## config.mk

```make
export PLATFORM = sky130hd
export DESIGN_NAME = pwr_evt_latch
export DESIGN_NICKNAME = d
export VERILOG_FILES = /design/src/rtl/evl_pkg.sv /design/src/rtl/evl_timebase.sv /design/src/rtl/evl_period.sv /design/src/rtl/evl_core.sv /design/src/rtl/evl_serial.sv /design/src/rtl/pwr_evt_latch.sv
export SDC_FILE = /design/constraint.sdc
export NUM_CORES = 1
export LEC_CHECK = 0
export ABC_AREA = 1
export BUFFER_PORTS_ARGS = -buffer_cell sky130_fd_sc_hd__buf_2
export CAP_MARGIN = 20
export CORE_ASPECT_RATIO = 0.9
export CORE_UTILIZATION = 40
export DETAILED_ROUTE_END_ITERATION = 6
export HOLD_SLACK_MARGIN = 0.15
export SKIP_CTS_REPAIR_TIMING = 1
export SLEW_MARGIN = 10
export SYNTH_ARGS = -nofsm -noshare
export SYNTH_HDL_FRONTEND = slang
export SYNTH_SLANG_ARGS = --single-unit
```

## constraint.sdc

```tcl
create_clock -name clk -period 4.2 [get_ports clk]
set_input_delay 0.42 -clock clk [delete_from_list [all_inputs] [get_ports clk]]
set_output_delay 0.42 -clock clk [all_outputs]
set_load 0.1 [all_outputs]
```

## src/rtl/evl_pkg.sv

```systemverilog
package evl_pkg;
  // Pending-bit positions; software decodes the acknowledge header by these.
  localparam int B_AUTO = 0;
  localparam int B_RPLY = 4;
  localparam int B_TICK = 5;

  localparam logic [7:0] RPLY_BITS = (8'h01 << B_RPLY) | (8'h01 << B_AUTO);
  localparam logic [7:0] MASK_RST  = (8'h01 << B_RPLY) | (8'h01 << B_TICK);

  typedef enum logic [1:0] {
    OP_NONE = 2'd0,
    OP_ACK  = 2'd1,
    OP_MASK = 2'd2,
    OP_POLL = 2'd3
  } evl_op_e;
endpackage

```

## src/rtl/evl_timebase.sv

```systemverilog
// Millisecond clock enable derived from the input clock.
module evl_timebase #(
  parameter int CYC_PER_MS = 100000
) (
  input  logic clk,
  input  logic rst_n,
  output logic ms_en
);
  generate
    if (CYC_PER_MS <= 1) begin : g_direct
      assign ms_en = 1'b1;
    end else begin : g_count
      localparam int TW = $clog2(CYC_PER_MS);
      logic [TW-1:0] cnt_q, cnt_d;
      logic          wrap;

      always_comb begin
        wrap  = (cnt_q == TW'(CYC_PER_MS - 1));
        cnt_d = wrap ? '0 : cnt_q + TW'(1);
      end

      always_ff @(posedge clk or negedge rst_n) begin
        if (!rst_n) cnt_q <= '0;
        else        cnt_q <= cnt_d;
      end

      assign ms_en = wrap;
    end
  endgenerate
endmodule

```

## src/rtl/evl_period.sv

```systemverilog
// Counts millisecond enables and fires once every PERIOD_MS of them.
module evl_period #(
  parameter int PERIOD_MS = 1000
) (
  input  logic clk,
  input  logic rst_n,
  input  logic ms_en,
  input  logic run,
  input  logic restart,
  output logic fire
);
  localparam int PW = (PERIOD_MS > 1) ? $clog2(PERIOD_MS) : 1;

  logic [PW-1:0] cnt_q, cnt_d;
  logic          at_end;

  always_comb begin
    at_end = (cnt_q == PW'(PERIOD_MS - 1));
    if (restart || !run)  cnt_d = '0;
    else if (ms_en)       cnt_d = at_end ? '0 : cnt_q + PW'(1);
    else                  cnt_d = cnt_q;
  end

  always_ff @(posedge clk or negedge rst_n) begin
    if (!rst_n) cnt_q <= '0;
    else        cnt_q <= cnt_d;
  end

  assign fire = run && !restart && ms_en && at_end;
endmodule

```

## src/rtl/evl_core.sv

```systemverilog
// Pending bits, mask, stored poll data and the registered interrupt.
module evl_core
  import evl_pkg::*;
#(
  parameter int NBYTES = 8,
  localparam int LENW = $clog2(NBYTES + 1),
  localparam int CNTW = $clog2(NBYTES + 2)
) (
  input  logic                  clk,
  input  logic                  rst_n,
  input  logic                  tick,
  input  logic                  poll_valid,
  input  logic [LENW-1:0]       poll_len,
  input  logic [8*NBYTES-1:0]   poll_data,
  input  logic                  mask_we,
  input  logic [7:0]            mask_wd,
  input  logic                  ack,
  output logic [7:0]            pend,
  output logic [7:0]            mask,
  output logic [LENW-1:0]       rply_len,
  output logic                  rply_pend,
  output logic                  irq_n,
  output logic [7:0]            hdr,
  output logic [CNTW-1:0]       total,
  output logic [8*NBYTES-1:0]   store
);
  logic [7:0]          pend_q, pend_d, mask_q, mask_d, set_b, clr_b;
  logic [LENW-1:0]     len_q, len_d, len_clip;
  logic [8*NBYTES-1:0] data_q, data_d;
  logic                irq_q, irq_d, rply, hit;

  always_comb begin
    rply     = pend_q[B_RPLY];
    len_clip = (poll_len > LENW'(NBYTES)) ? LENW'(NBYTES) : poll_len;
    hit      = poll_valid && !rply && (poll_len != '0);

    set_b = '0;
    if (tick) set_b[B_TICK] = 1'b1;
    if (hit)  set_b = set_b | RPLY_BITS;

    clr_b = '0;
    if (ack) clr_b = rply ? RPLY_BITS : 8'hFF;

    // Events win over a same-cycle clear.
    pend_d = (pend_q & ~clr_b) | set_b;
    mask_d = mask_we ? mask_wd : mask_q;

    if (hit)              len_d = len_clip;
    else if (ack && rply) len_d = '0;
    else                  len_d = len_q;
    data_d = hit ? poll_data : data_q;

    irq_d = ~|(pend_d & mask_d);

    hdr   = rply ? (pend_q & RPLY_BITS) : pend_q;
    total = rply ? (CNTW'(len_q) + CNTW'(1)) : CNTW'(1);
  end

  always_ff @(posedge clk or negedge rst_n) begin
    if (!rst_n) begin
      pend_q <= '0;
      mask_q <= MASK_RST;
      len_q  <= '0;
      data_q <= '0;
      irq_q  <= 1'b1;
    end else begin
      pend_q <= pend_d;
      mask_q <= mask_d;
      len_q  <= len_d;
      data_q <= data_d;
      irq_q  <= irq_d;
    end
  end

  assign pend      = pend_q;
  assign mask      = mask_q;
  assign rply_len  = len_q;
  assign rply_pend = rply;
  assign irq_n     = irq_q;
  assign store     = data_q;
endmodule

```

## src/rtl/evl_serial.sv

```systemverilog
// Snapshots a reply and shifts it out one byte per cycle.
module evl_serial #(
  parameter int NBYTES = 8,
  localparam int CNTW = $clog2(NBYTES + 2),
  localparam int SHW  = 8 * (NBYTES + 1)
) (
  input  logic                clk,
  input  logic                rst_n,
  input  logic                load,
  input  logic [7:0]          hdr,
  input  logic [CNTW-1:0]     total,
  input  logic [8*NBYTES-1:0] body,
  output logic                busy,
  output logic                out_valid,
  output logic [7:0]          out_data,
  output logic                out_last
);
  logic [SHW-1:0]  sh_q, sh_d;
  logic [CNTW-1:0] left_q, left_d;
  logic            live;

  always_comb begin
    live = (left_q != '0);
    if (load) begin
      sh_d   = {body, hdr};
      left_d = total;
    end else if (live) begin
      sh_d   = sh_q >> 8;
      left_d = left_q - CNTW'(1);
    end else begin
      sh_d   = sh_q;
      left_d = left_q;
    end
  end

  always_ff @(posedge clk or negedge rst_n) begin
    if (!rst_n) begin
      sh_q   <= '0;
      left_q <= '0;
    end else begin
      sh_q   <= sh_d;
      left_q <= left_d;
    end
  end

  assign busy      = live;
  assign out_valid = live;
  assign out_data  = sh_q[7:0];
  assign out_last  = (left_q == CNTW'(1));
endmodule

```

## src/rtl/pwr_evt_latch.sv

```systemverilog
module pwr_evt_latch
  import evl_pkg::*;
#(
  parameter int CLK_HZ   = 100000000,
  parameter int NBYTES   = 8,
  parameter int TICK_MS  = 1000,
  parameter int POLL_MS  = 30,
  localparam int LENW = $clog2(NBYTES + 1)
) (
  input  logic                clk,
  input  logic                rst_n,
  input  logic                cmd_valid,
  input  logic [1:0]          cmd_op,
  input  logic [2:0]          cmd_nargs,
  input  logic [15:0]         cmd_arg,
  output logic                poll_req,
  output logic [15:0]         poll_mask,
  input  logic                poll_rsp_valid,
  input  logic [LENW-1:0]     poll_rsp_len,
  input  logic [8*NBYTES-1:0] poll_rsp_data,
  output logic                rsp_valid,
  output logic [7:0]          rsp_data,
  output logic                rsp_last,
  output logic                irq_n
);
  localparam int CYC_PER_MS = CLK_HZ / 1000;
  localparam int CNTW = $clog2(NBYTES + 2);

  logic                ms_en, tick, poll_fire, busy;
  logic                ack_ok, mask_ok, ap_ok, ap_chg;
  logic [15:0]         ap_q, ap_d;
  logic [7:0]          pend, mask, hdr;
  logic [LENW-1:0]     rply_len;
  logic                rply_pend;
  logic [CNTW-1:0]     total;
  logic [8*NBYTES-1:0] store;

  // Command decode
  always_comb begin
    ack_ok  = cmd_valid && (cmd_op == OP_ACK)  && (cmd_nargs == 3'd0) && !busy;
    mask_ok = cmd_valid && (cmd_op == OP_MASK) && (cmd_nargs == 3'd1);
    ap_ok   = cmd_valid && (cmd_op == OP_POLL) && (cmd_nargs == 3'd2);
    ap_chg  = ap_ok && (cmd_arg != ap_q);
    ap_d    = ap_chg ? cmd_arg : ap_q;
  end

  always_ff @(posedge clk or negedge rst_n) begin
    if (!rst_n) ap_q <= '0;
    else        ap_q <= ap_d;
  end

  evl_timebase #(.CYC_PER_MS(CYC_PER_MS)) i_tb (
    .clk(clk), .rst_n(rst_n), .ms_en(ms_en)
  );

  evl_period #(.PERIOD_MS(TICK_MS)) i_sec (
    .clk(clk), .rst_n(rst_n), .ms_en(ms_en),
    .run(1'b1), .restart(1'b0), .fire(tick)
  );

  evl_period #(.PERIOD_MS(POLL_MS)) i_poll (
    .clk(clk), .rst_n(rst_n), .ms_en(ms_en),
    .run(ap_q != '0), .restart(ap_chg), .fire(poll_fire)
  );

  evl_core #(.NBYTES(NBYTES)) i_core (
    .clk(clk), .rst_n(rst_n), .tick(tick),
    .poll_valid(poll_rsp_valid), .poll_len(poll_rsp_len), .poll_data(poll_rsp_data),
    .mask_we(mask_ok), .mask_wd(cmd_arg[7:0]), .ack(ack_ok),
    .pend(pend), .mask(mask), .rply_len(rply_len), .rply_pend(rply_pend),
    .irq_n(irq_n), .hdr(hdr), .total(total), .store(store)
  );

  evl_serial #(.NBYTES(NBYTES)) i_ser (
    .clk(clk), .rst_n(rst_n), .load(ack_ok), .hdr(hdr), .total(total),
    .body(store), .busy(busy), .out_valid(rsp_valid), .out_data(rsp_data),
    .out_last(rsp_last)
  );

  assign poll_req  = poll_fire && !rply_pend;
  assign poll_mask = ap_q;
endmodule

```

==> flow_summary.yaml, run 1 <==
global_routing:
  grt-ovfl-total: 0
  grt_max_degree: 106
  grt_usage_pct: 18.7
  grt_pass1_wl_um: 36900
  first_global_vias: 7434
  antenna_found_initial: 0
placed_design:
  dp_slack_ps: 1430
  place_hpwl_um: 14600
  gp_congestion: 0.849
  port_buffers: 120
  dpl.cell_count: 1527
clocking:
  insertion_delay_ps: 510
  cts_tree: "yes"
  root_buffer: "clkbuf_16"
  htree_levels: 1
  cts_sinks: 209
  clk_path_buf_depth: 3
  numCtsBuffers: 22
  clkTransAtPathRegs_ps: 60
logic_synthesis:
  yosysTopAreaCellShare_pct: 54.3
  synth.distinct_cells: 37
  netlist_top_cells_area: "dfrtp_1 (54%), nand2_1 (18%), inv_1 (4.9%)"
  syn_area_mm2: 0.00949
  synth_edf_count: 0
  yosysSeqAreaShare_pct: 55.2
  synthArstFlopShare_pct: 100
  ys_warn_count: 0
  synthFlopType: "dfrtp_1"
  yosys-top-cells-count: "nand2_1 (459), dfrtp_1 (206), inv_1 (125)"
  syn_nets: 1248
  synth_top_area_cell: "dfrtp_1"
  ys_ff_latch: 209
  synthCells: 1147
  yosysMostFrequentCell: "nand2_1"
  syn_area_per_cell_um2: 8.27
sta:
  setup_tns_ps: 0
  finalHoldViolCount: 0
  timing.final.crit_share_pct: 65.9
  setup_ws_ps: 1430
  max_slew.worst_pin.slew_ps: 881
  drv_slew: 0
  rsz0062_at_grt: "no"
  fin_hold_ws_ps: 147
  fin_skew_ps: 15.1
  max_freq_mhz: 362
  finalSetupViolations: 0
  period_needed_ps: 2770
  relSlewSlack_pct: 41.3
setup_path:
  arrival_ps: 3200
  endpoint_kind: "flip-flop"
  cpPeakStageDelay_ps: 690
  critPathLaunchType: "flip-flop"
  worstSetupPathType: "reg2reg"
  rr_worst_depth: 10
  path_buf_inv: 3
  critPathMaxFanout: 45
  cp_cell_sequence: "inv_1, ha_1, nand3_4, inv_4, nand2_1, inv_2, o21ai_0, nand2_1, nand3_1, nor2_1"
  path_delay_family: "buffers and inverters"
  cp_common_cell: "nand2_1"
  r2r-end: "i_core.irq_n$_DFF_PN1_"
  slowest_stage: "inv_2"
  r2r_slack_ps: 1430
  reg2reg_from: "i_ser.left_q[0]$_DFFE_PN0P_"
  critical_path_required_ps: 4640
floorplan:
  io_pins: 121
  rows: 53
  die_w_um: 164
  core_mm2: 0.0233
  start_util_pct: 40.7
  die_area_mm2: 0.0243
  die_h_um: 148
hold_path:
  hold_class: "in2reg"
  hold_depth: 3
  hold_start: "poll_rsp_data[57]"
  hold_end: "i_core.store[57]$_DFFE_PN0P_"
drt:
  ant_nets: 0
  drt_iter0_drc: 546
  wirelength_um: 22400
  dr.pass1.iters: 7
  drc: 0
  wl_per_cell_um: 13.8
  vias: 7787
  via_per_inst: 4.79
power_and_ir_drop:
  ir_drop_mv: 0.350
  p_leak_nw: 5.89
  powerDensity_mw_per_mm2: 509
status:
  status: "complete, no violations"
final_layout:
  diodes: 0
  layout-drive-gt1-share_pct: 14.1
  stdcell_count: 1627
  nets: 1410
  synthToLayoutAreaGrowth_pct: 22.6
run:
  max_cap_violations: 0
-- routing by layer --
layer  share of wire, %  vias to the layer above  GRT usage [%]  wire, µm
li1                   -                     3949              -         -
met1                 48                     3670           27.0     10900
met2                 46                      148           30.0     10400
met3                3.9                       20           3.12       864
met4                1.4                        0           3.19       318
met5                  0                        -              0         0
-- cell families (layout without fill, tap and decap cells) --
| family | after synthesis | after routing | share of synthesized area [%] |
|---|---|---|---|
| xor gates and xnor gates | 19 | 19 | 1.75 |
| adders and majority gates | 8 | 8 | 1.05 |
| AOI/OAI and AO/OA | 113 | 113 | 7.66 |
| buffers and inverters | 183 | 361 | 7.94 |
| and+or+nand+nor | 615 | 615 | 26.4 |
| DFF | 209 | 209 | 55.2 |
-- state kept, by name, summed over array words and instances, names as in the netlist, 5 cells and up --
register / flops
i_sec.cnt_q: 10
poll_mask: 16
i_ser.sh_q: 72
i_core.store: 64
i_tb.g_count.cnt_q: 17
i_poll.cnt_q: 5
i_core.pend: 8
i_core.mask: 8
-- layout by cell type, fill, tap and decap left out, types with 17 or more instances in the layout --
cell and count:
dlygate4sd3_1 59, clkbuf_16 22, nand3_1 50, o221ai_1 17, nand2_1 459, nand4_1 20
o21ai_0 45, buf_2 119, nor2_1 54, o211ai_1 30, dfrtp_1 206, inv_1 125
-- worst max-delay path by stage --
stage | start | endpoint | slack [ps] | depth (start not counted)
5_1_grt | i_ser.left_q[1]$_DFFE_PN0P_ | i_core.irq_n$_DFF_PN1_ | 1130 | 10
3_5_place_dp | i_ser.left_q[0]$_DFFE_PN0P_ | i_ser.sh_q[37]$_DFFE_PN0P_ | 1430 | 9
4_1_cts | i_ser.left_q[0]$_DFFE_PN0P_ | i_core.irq_n$_DFF_PN1_ | 1400 | 10
6_report | i_ser.left_q[0]$_DFFE_PN0P_ | i_core.irq_n$_DFF_PN1_ | 1430 | 10
2_1_floorplan | poll_mask[15]$_DFFE_PN0P_ | poll_req | 710 | 11
3_3_place_gp | i_ser.left_q[0]$_DFFE_PN0P_ | i_ser.sh_q[37]$_DFFE_PN0P_ | 1490 | 9
-- through the flow --
step	area, µm²	utilization (%)	total power [mW]
after CTS	11000	47.2	5.96
after global placement	10300	44.1	3.98
after floorplan	9490	-	3.61
final	11600	49.8	5.92
after detailed placement	10300	44.1	4.00
after global routing	11600	49.8	6.28
-- area by class of cell --
cell class                 count  area [µm²]
sequential                   209        5230
clock buffer                  35         659
fill                        2253       11700
tap                          302         378
timing repair buffer         187        1280
clock inverter                 5        61.3
multi-input combinational    755        3510
inverter                     134         507
-- worst min-delay path, delay by kind of cell --
family,cells,cell delay [ps]
buf+inv,1,80
simple gates,1,50
compound gates,1,70
-- power breakdown --
| group | switching [mW] | total [mW] | internal [mW] | leakage, nW |
|---|---|---|---|---|
| registers | 0.253 | 2.67 | 2.42 | 2.76 |
| clock network | 0.786 | 1.93 | 1.14 | 0.355 |
| logic | 0.937 | 1.32 | 0.387 | 2.78 |
Power figures use the tool's default switching activity.
==> run 2, diff against run 1 <==
clock period = 2.5 ns   (was 4.2 ns; I/O delays follow)
==> flow_summary.yaml, run 2 (synthesis results as in run 1) <==
status:
  status: "complete, no violations"
placed_design:
  gp_congestion: 0.834
  dp_slack_ps: 248
  post_dp_cell_area_mm2: 0.0104
  port_buffers: 120
  place_hpwl_um: 15200
  dpl.cell_count: 1533
floorplan:
  io_pins: 121
  rows: 53
  die_h_um: 148
  core_mm2: 0.0233
  die_w_um: 164
  die_area_mm2: 0.0243
  start_util_pct: 40.7
run:
  max_cap_violations: 0
final_layout:
  stdcell_count: 1661
  fin_area_mm2: 0.0121
  nets: 1443
  synthToLayoutAreaGrowth_pct: 27.1
  largest_register_ffs: 72
  layout-drive-gt1-share_pct: 14.5
  fin_util_pct: 51.7
  final_cell_mix: "nand2_1 (459), dfrtp_1 (206), inv_1 (125)"
  final_common_cell: "nand2_1"
  diodes: 0
  max_flop_register: "i_ser.sh_q"
global_routing:
  grt-ovfl-total: 0
  grt_max_degree: 68
  grt_usage_pct: 18.9
  first_global_vias: 7380
  antenna_found_initial: 0
  grt_pass1_wl_um: 37100
power_and_ir_drop:
  p_leak_nw: 6.07
  power_mw: 10.3
  powerDensity_mw_per_mm2: 851
  ir_drop_mv: 0.661
drt:
  wl_met1_um: 11400
  met2_length_um: 10300
  wl_per_cell_um: 13.7
  ant_nets: 0
  via_per_inst: 4.70
  drt_iter0_drc: 541
  dr.pass1.iters: 4
  wl_met3_um: 860
  highest_layer: "met4"
  vias: 7813
  wirelength_um: 22800
  drc: 0
setup_path:
  endpoint_kind: "output port"
  cp_cell_sequence: "inv_1, ha_1, nand3_4, buf_4, clkbuf_4"
  critical_path_required_ps: 2250
  cpPeakStageDelay_ps: 380
  path_delay_family: "buffers and inverters"
  worstSetupPathType: "reg2out"
  critPathLaunchType: "flip-flop"
  critPathMaxFanout: 19
  path_buf_inv: 3
  slowest_stage: "dfrtp_1"
  arrival_ps: 2090
sta:
  max_freq_mhz: 428
  relSlewSlack_pct: 55.5
  finalHoldViolCount: 0
  fin_hold_ws_ps: 172
  rsz0062_at_grt: "no"
  fin_skew_ps: 6.91
  max_slew.worst_pin.slew_ps: 667
  setup_tns_ps: 0
  finalSetupViolations: 0
  timing.final.crit_share_pct: 93.5
  drv_slew: 0
  setup_ws_ps: 162
  period_needed_ps: 2340
hold_path:
  hold_class: "in2reg"
clocking:
  cts_sinks: 209
  insertion_delay_ps: 500
  clk_path_buf_depth: 3
  cts_tree: "yes"
  root_buffer: "clkbuf_16"
  clkTransAtPathRegs_ps: 60
  numCtsBuffers: 23
  htree_levels: 1
run 2: cell count changes in the layout (fill, tap and decap cells not counted), moves of 2 or more:
cell and change:
bufinv_16 +2, dlygate4sd3_1 +27, buf_12 +3, buf_4 +3, buf_2 -2, clkbuf_8 -2
run 2: power breakdown:
part	total, mW	switching, mW	leakage [nW]	internal [mW]
Sequential	4.49	0.423	2.76	4.06
Combinational	2.30	1.60	2.93	0.701
Clock	3.48	1.35	0.383	2.13
run 2: final cells by class:
class                      count  area (µm²)
clock buffer                  34         657
clock inverter                 8         123
fill                        2219       11300
inverter                     134         507
multi-input combinational    755        3520
sequential                   209        5230
tap                          302         378
timing repair buffer         219        1640
run 2: worst paths after layout:
kind / from / end / cells after the start / slack (ps)
hold / removal: cmd_nargs[0] / i_core.mask[1]$_DFF_PN0_ / 5 / 170
min in group asynchronous: rst_n / i_tb.g_count.cnt_q[4]$_DFF_PN0_ / 2 / 320
setup reg to reg: i_ser.left_q[0]$_DFFE_PN0P_ / i_ser.sh_q[28]$_DFFE_PN0P_ / 9 / 250
hold reg to reg: i_tb.g_count.cnt_q[0]$_DFF_PN0_ / i_tb.g_count.cnt_q[0]$_DFF_PN0_ / 1 / 460
setup / recovery: i_ser.left_q[0]$_DFFE_PN0P_ / rsp_valid / 5 / 160
max in group asynchronous: rst_n / i_ser.sh_q[52]$_DFFE_PN0P_ / 3 / 1350
run 2: worst register-to-register path, cell delays in order, from the launching register on:
cell      delay (ps)
dfrtp_1          400
inv_1            100
ha_1             200
nand3_4          210
inv_4            260
nand2_1          320
inv_2            190
buf_12           250
nand2_1          150
o211ai_1         100
run 2: metal layers:
metal	track usage, %	up-vias
li1	-	4013
met1	27.8	3625
met2	29.9	150
met3	2.70	25
met4	3.43	0
met5	0	-
